[src/rtl/adc_frame_port.sv]
module adc_frame_port #(
  parameter int DEPTH       = 8,
  parameter bit FULL_DECODE = 1'b0,
  parameter int SW          = 16,
  parameter int AW          = 3
) (
  input  logic            clk,
  input  logic            rst_n,
  input  logic            smp_stb,
  input  logic [4*SW-1:0] smp_data,
  input  logic            bus_cs_n,
  input  logic            bus_oe_n,
  input  logic [AW-1:0]   bus_addr,
  output logic [SW-1:0]   bus_dout,
  output logic            bus_dout_en,
  output logic            frame_rdy
);
  localparam int PW = $clog2(DEPTH);
  localparam int FW = 4 * SW;

  logic [FW-1:0] mem [DEPTH];
  logic [PW:0]   wr_ptr, rd_ptr, cnt;
  logic [2:0]    stb_sh, oe_sh, cs_sh;
  logic          rd_act, ovf, udf;
  logic [1:0]    widx;
  logic [AW-1:0] addr_q;

  always_ff @(posedge clk or negedge rst_n)
    if (!rst_n) begin
      stb_sh <= '0;
      oe_sh  <= '1;
      cs_sh  <= '1;
    end else begin
      stb_sh <= {stb_sh[1:0], smp_stb};
      oe_sh  <= {oe_sh[1:0], bus_oe_n};
      cs_sh  <= {cs_sh[1:0], bus_cs_n};
    end

  wire stb_rise = stb_sh[1] & ~stb_sh[2];
  wire rd_on    = ~cs_sh[1] & ~oe_sh[1];
  wire rd_end   = rd_act & ~rd_on;

  assign cnt       = wr_ptr - rd_ptr;
  wire   empty     = (cnt == 0);
  wire   full      = (cnt == (PW+1)'(DEPTH));
  assign frame_rdy = ~empty;

  wire [FW-1:0] head    = mem[rd_ptr[PW-1:0]];
  wire [1:0]    slot    = FULL_DECODE ? bus_addr[1:0] : widx;
  wire          is_data = ~bus_addr[2];
  wire          is_stat = bus_addr[2] & (bus_addr[1:0] == 2'd0);
  wire [SW-1:0] stat    = {{(SW-3){1'b0}}, frame_rdy, udf, ovf};
  wire [SW-1:0] dword   = empty ? '0 : head[int'(slot)*SW +: SW];
  wire [SW-1:0] rd_word = is_data ? dword : (is_stat ? stat : '0);

  wire data_q  = ~addr_q[2];
  wire stat_q  = addr_q[2] & (addr_q[1:0] == 2'd0);
  wire last_wd = FULL_DECODE ? (addr_q[1:0] == 2'd3) : (widx == 2'd3);
  wire d_end   = rd_end & data_q;
  wire retire  = d_end & ~empty & last_wd;
  wire accept  = stb_rise & ~full;

  always_ff @(posedge clk) if (accept) mem[wr_ptr[PW-1:0]] <= smp_data;

  always_ff @(posedge clk or negedge rst_n)
    if (!rst_n) begin
      wr_ptr <= '0; rd_ptr <= '0; widx <= '0;
      rd_act <= 1'b0; addr_q <= '0;
      ovf <= 1'b0; udf <= 1'b0;
      bus_dout <= '0; bus_dout_en <= 1'b0;
    end else begin
      rd_act      <= rd_on;
      bus_dout    <= rd_on ? rd_word : '0;
      bus_dout_en <= rd_on;
      if (rd_on && !rd_act) addr_q <= bus_addr;
      if (accept) wr_ptr <= wr_ptr + 1'b1;
      if (retire) rd_ptr <= rd_ptr + 1'b1;
      if (!FULL_DECODE && d_end && !empty) widx <= widx + 1'b1;
      if (stb_rise && full)    ovf <= 1'b1;
      else if (rd_end && stat_q) ovf <= 1'b0;
      if (d_end && empty)      udf <= 1'b1;
      else if (rd_end && stat_q) udf <= 1'b0;
    end

  assert_cnt_bound_R10: assert property (@(posedge clk) disable iff (!rst_n)
    cnt <= (PW+1)'(DEPTH));
  assert_empty_hold_R7: assert property (@(posedge clk) disable iff (!rst_n)
    (d_end && empty) |=> (rd_ptr == $past(rd_ptr)) && (widx == $past(widx)) && udf);
  assert_drop_full_R6: assert property (@(posedge clk) disable iff (!rst_n)
    (stb_rise && full) |=> (wr_ptr == $past(wr_ptr)) && ovf);
  assert_keep_frame_R3: assert property (@(posedge clk) disable iff (!rst_n)
    (FULL_DECODE && d_end && addr_q[1:0] != 2'd3) |=> rd_ptr == $past(rd_ptr));
  assert_pop_late_R9: assert property (@(posedge clk) disable iff (!rst_n)
    rd_on |=> rd_ptr == $past(rd_ptr));
endmodule

[config.mk]
export PLATFORM = sky130hd
export DESIGN_NAME = adc_frame_port
export DESIGN_NICKNAME = d
export VERILOG_FILES = /design/src/rtl/adc_frame_port.sv
export SDC_FILE = /design/constraint.sdc
export NUM_CORES = 1
export LEC_CHECK = 0
export ABC_AREA = 1
export BUFFER_PORTS_ARGS = -buffer_cell sky130_fd_sc_hd__buf_2
export CAP_MARGIN = 10
export CORE_MARGIN = 4
export CORE_UTILIZATION = 64
export CTS_BUF_LIST = sky130_fd_sc_hd__clkbuf_8
export DETAILED_ROUTE_END_ITERATION = 12
export GPL_ROUTABILITY_DRIVEN = 0
export HOLD_SLACK_MARGIN = 0.05
export PLACE_DENSITY = 0.85
export SLEW_MARGIN = 5
export SYNTH_ARGS = -nofsm -noshare
export SYNTH_HDL_FRONTEND = slang
export SYNTH_SLANG_ARGS = --single-unit
[constraint.sdc]
create_clock -name clk -period 7.55 [get_ports clk]
set_input_delay 1.51 -clock clk [delete_from_list [all_inputs] [get_ports clk]]
set_output_delay 1.51 -clock clk [all_outputs]
set_load 0.01 [all_outputs]
Word-level counts from Yosys, hierarchy flattened. Memories as Yosys holds them, arrays and structs flattened. Index checks and enable logic that the tools add are counted.

Mux-type cells: 9. Reduce and logical (&&, ||, !) cells: 12. Shift-type cells: 1. Add/sub/neg operators: 4. Bitwise gates (word level): 16. Equality and inequality tests: 2.

Operator list (count): $shiftx A64 B7 Y16 (1); $mux W16 (3); $and A1 B1 Y1 (9); $add A4 B1 Y4 const B (2); $not A1 Y1 (7); $logic_and A1 B1 Y1 (5); $mux W1 (5); $eq A4 B4 Y1 const B (1); $logic_not A2 Y1 (2); $logic_not A4 Y1 (1); $reduce_bool A2 Y1 (2); $sub A4 B4 Y4 (1); $mux W3 (1); $add A2 B1 Y2 const B (1); $eq A2 B2 Y1 const B (1); $logic_not A1 Y1 (2).

Logic and storage cells: 56. Memories: 1. Output and inout bits: 18. RAM bits: 512. Bits of input ports: 72. Register bits: 39.

Memory list: mem (words 8, bits a word 64, rd ports 1, clocked after Yosys merged registers in 0, write ports 1, line 21) `logic [FW-1:0] mem [DEPTH];`.

Logic depth before layout (Yosys ltp).
Depth in word-level cells: 7. Mapped depth: 15. Depth with buffers taken out: 13.

Least setup slack after synthesis. OpenSTA, ideal clock, no wires.

Kind: register to register. From: register rd_ptr[1]. To: memory mem[2][0] in the netlist's numbering, enable pin. Period minus slack after synthesis: 6.842 ns. Stages on the path, launching flop included: 15. Buffers on the path: 3. Arrival time: 6.277 ns. Path slack: 0.708 ns. Cells stage by stage: dfrtp_1 > inv_1 > buf_2 > buf_2 > ha_1 > nand2_1 > nand2_1 > a21oi_1 > o21ai_0 > nand2_1 > inv_1 > nand2_1 > nand2_1 > buf_4 > nor3_1.

Longest elaborated chain between the ends: 6.

RTL lines: start, declared (line 22) `logic [PW:0] wr_ptr, rd_ptr, cnt;`; start signal, assigned (line 77) `if (retire) rd_ptr <= rd_ptr + 1'b1;`; $sub A4 B4 Y4 (line 43) `assign cnt = wr_ptr - rd_ptr;`; $eq A4 B4 Y1 (line 45) `wire full = (cnt == (PW+1)'(DEPTH));`; $not A1 Y1 (line 61) `wire accept = stb_rise & ~full;`; $and A1 B1 Y1 (line 61); $mux W1 (line 63) `always_ff @(posedge clk) if (accept) mem[wr_ptr[PW-1:0]] <= smp_data;`; $mux W1 (implied by the code) (line 63); end, declared (line 21).

No other way between the ends.

Final worst setup path.
From: register rd_ptr[1]. To: memory mem[2][39] in the netlist's numbering, enable pin.

The elaborated chain is that of the path after synthesis.

==> summary.md <==
| Metric | Value |
|---|---|
| Post-Syn Nets | 1,881 |
| Final worst setup slack | 2.72 ns |
| Via-per-instance ratio | 6.08 |
| Num CTS Buffers | 83 |
| PwrDens | 355 mW/mm2 |
| Post-Syn Area per Cell | 12.2 um2 |
| Reg power frac | 44.5% |
| Slowest stage cell, crit path | dfrtp_4 |
| CP Capture Type | flop |
| Initial Utilization | 65.3% |
| Worst Clk Skew | 0.0238 ns |
| Critical Path RT | 7.79 ns |
| Critical path type | flop to flop |
| Pin count of the biggest net entering global routing | 95 |
| 1st-pass router iterations | 6 |
| Sw Pwr | 3.15 mW |
| Top cell type's share of synthesized area | 69.9% |
| Final Setup Violations | 0 |
| Port bufs | 89 |
| Core area | 0.0337 mm2 |
| Max Transition Viols Final | 0 |
| Clock transition at path regs | 0.06 ns |
| Post-synth EDFFs | 512 |
| Vias | 14,606 |
| I/O pins | 90 |
| DRC | 0 |
| Crit path time final | 4.83 ns |
| Area delta synth->final | 9.72% |
| Vias in the first global route | 14,514 |
| Initial antenna violation count | 4 |
| Slew headroom | 21.3% |
| Worst-path cell chain | inv_4 > ha_1 > nand2_1 > nand2_1 > a21oi_1 > o21ai_0 > nand2_1 > inv_1 > nand2_1 > nand2_1 > nor3_2 > buf_4 |
| Distinct cells, synth | 26 |
| Cts hold-fix bufs | 0 |
| Dpl cells | 2,250 |
| CP startpoint kind | flop |
| Synth async-reset ratio | 7.08% |
| Status | completed |
| Min-delay worst type | flop to flop |
| Critical Path AT | 5.07 ns |
| Clock Tree Buf Depth | 3 |
| Iteration-0 DRC Markers | 1,741 |
| Rows | 67 |
| Post-synthesis sequential area ratio | 74.3% |
| Clock tree sinks | 551 |
| Final Hold Fails | 0 |
| Combinational fraction of design power | 29.7% |
| CTS tree | yes |
| Leakage power | 8.98 nW |
| Synth Register Bits | 551 |
| GRT Resource Usage Total | 26.5% |
| WL/cell | 20.9 um |
| Postcts setup bufs | 0 |
| Power Internal | 5.42 mW |
| CTS H-tree lvls | 3 |
| ANT nets after route | 0 |
| Mapped cell area | 0.0220 mm2 |
| CTS Root Cell | clkbuf_8 |
| Peak VDD IR | 191 uV |
| Max frequency | 207 MHz |
| CP dominant cell by count | nand2_1 |
| Overall routed net length | 50,300 um |
| Synth Instances | 1,803 |
| Placement Setup Slack | 2.77 ns |
| Post-CTS sizing | 0 |
| First-pass GRT wire length | 78,900 um |
| Top FF cell, synth | edfxtp_1 |
| Die Area | 0.0374 mm2 |
| Worst stage delay on the critical path | 0.94 ns |
| Slew of the pin with the lowest slew margin | 1.18 ns |
| Layout cells sized above 1 | 12.1% |
| Total of max-cap violations | 0 |
| Synth area leader | edfxtp_1 |
| Final worst path period share | 64.0% |
| Die width | 193 um |
| Switching Fraction | 36.8% |
| Clock power frac | 25.9% |
| YS warnings | 0 |
| Setup_tns | 0 ns |
| Height of the die | 193 um |
| Worst Path Max Fanout | 61 |
| RSZ-0062 raised after global routing | no |
| Util after Layout | 71.7% |
| Global route total overflow | 0 |
| Placed wire-length estimate | 27,100 um |
| Area contributors post-synth | edfxtp_1 70%, nand3_1 10%, nand2_1 9.3% |
| Nets | 1,965 |
| Finished Layout Cells | 2,403 |
| Later-pin clock latency in the skew report | 0.64 ns |
## power by group through the flow
stage	Combinational [mW]	Clock [mW]	Sequential (mW)
2_1_floorplan	1.87	0	3.78
3_3_place_gp	2.40	0	3.85
3_5_place_dp	2.50	0	3.87
5_1_grt	2.80	2.38	3.83
6_report	2.54	2.22	3.81
4_1_cts	2.52	2.24	3.81
## cell usage after synthesis (all sizes together), types with 6 or more instances
| cell | instances |
|---|---|
| ha | 6 |
| nand3 | 441 |
| clkbuf | 28 |
| xor2 | 6 |
| nor2 | 13 |
| nand2 | 544 |
| buf | 84 |
| nor3 | 19 |
| o21ai | 20 |
| inv | 38 |
| or2 | 6 |
| edfxtp | 512 |
| a21oi | 40 |
| dfrtp | 35 |
## through the flow
stage          cell area, um2  hold WS, ns  total power, mW
5_1_grt                 24100        0.363             9.01
2_1_floorplan           22000        0.331             5.64
3_5_place_dp            22600        0.344             6.36
6_report                24100        0.353             8.58
4_1_cts                 24100        0.355             8.56
3_3_place_gp            22600        0.338             6.25
## critical path: cells and delay by family, from the launching register on
| family | cells | cell delay [ns] |
|---|---|---|
| and+or+nand+nor | 6 | 1.52 |
| buffers and inverters | 3 | 1.27 |
| DFF | 1 | 0.94 |
| adders and majority gates | 1 | 0.42 |
| AOI/OAI and AO/OA | 2 | 0.25 |
## placed cells by master (no fill, tap or decap), types with 11 or more instances in the layout
cell      count
a21oi_1      40
buf_2        89
buf_4        22
clkbuf_8     87
clkinv_1     17
dfrtp_1      32
edfxtp_1    512
inv_1        70
nand2_1     543
nand3_1     441
nor2_1       11
nor3_1       13
o21ai_0      20
## kinds of logic (layout without fill, tap and decap cells)
group	after synthesis	count (layout)	synth area share [%]
AOI/OAI and AO/OA	63	63	1.47
xor gates and xnor gates	8	8	0.318
adders and majority gates	6	6	0.341
buffers and inverters	151	301	3.38
DFF	551	551	74.3
other	0	2	0
and+or+nand+nor	1024	1024	20.2
## worst paths after layout
check / slack [ns] / startpoint / cells after the start / endpoint
max: 2.72 / rd_ptr[1]$_DFFE_PN0P_ / 12 / mem[2][39]$_DFFE_PP_
min: 0.35 / stb_sh[0]$_DFF_PN0_ / 0 / stb_sh[1]$_DFF_PN0_
max reg2reg: 2.72 / rd_ptr[1]$_DFFE_PN0P_ / 12 / mem[2][39]$_DFFE_PP_
min reg2reg: 0.35 / stb_sh[0]$_DFF_PN0_ / 0 / stb_sh[1]$_DFF_PN0_
max in group asynchronous: 5.83 / rst_n / 1 / rd_ptr[1]$_DFFE_PN0P_
min in group asynchronous: 1.02 / rst_n / 1 / bus_dout[15]$_DFF_PN0_
## per-layer routing
metal	vias to the layer above	wire length (um)	GRT usage (%)
li1	6556	-	-
met1	6993	18800	35.6
met2	915	24700	42.9
met3	138	5310	6.02
met4	4	1590	10.6
met5	-	22	0
## registers in the layout, summed over array words and instances, names as in the netlist
register  count
mem         512
bus_dout     16
rd_ptr        4
wr_ptr        4
addr_q        3
stb_sh        3
cs_sh         2
oe_sh         2
slot          2
ovf           1
rd_act        1
udf           1
## area by class of cell
cell class              instances  area [um2]
flip-flops and latches        551       16400
fillers                      2096        9550
multi-input cells            1101        4950
clock buffers                  87        1200
repair buffers                111         611
well taps                     448         561
clock inverters                64         302
inverters                      39         154
diodes                          2        5.00
(Power assumes the default switching activity.)
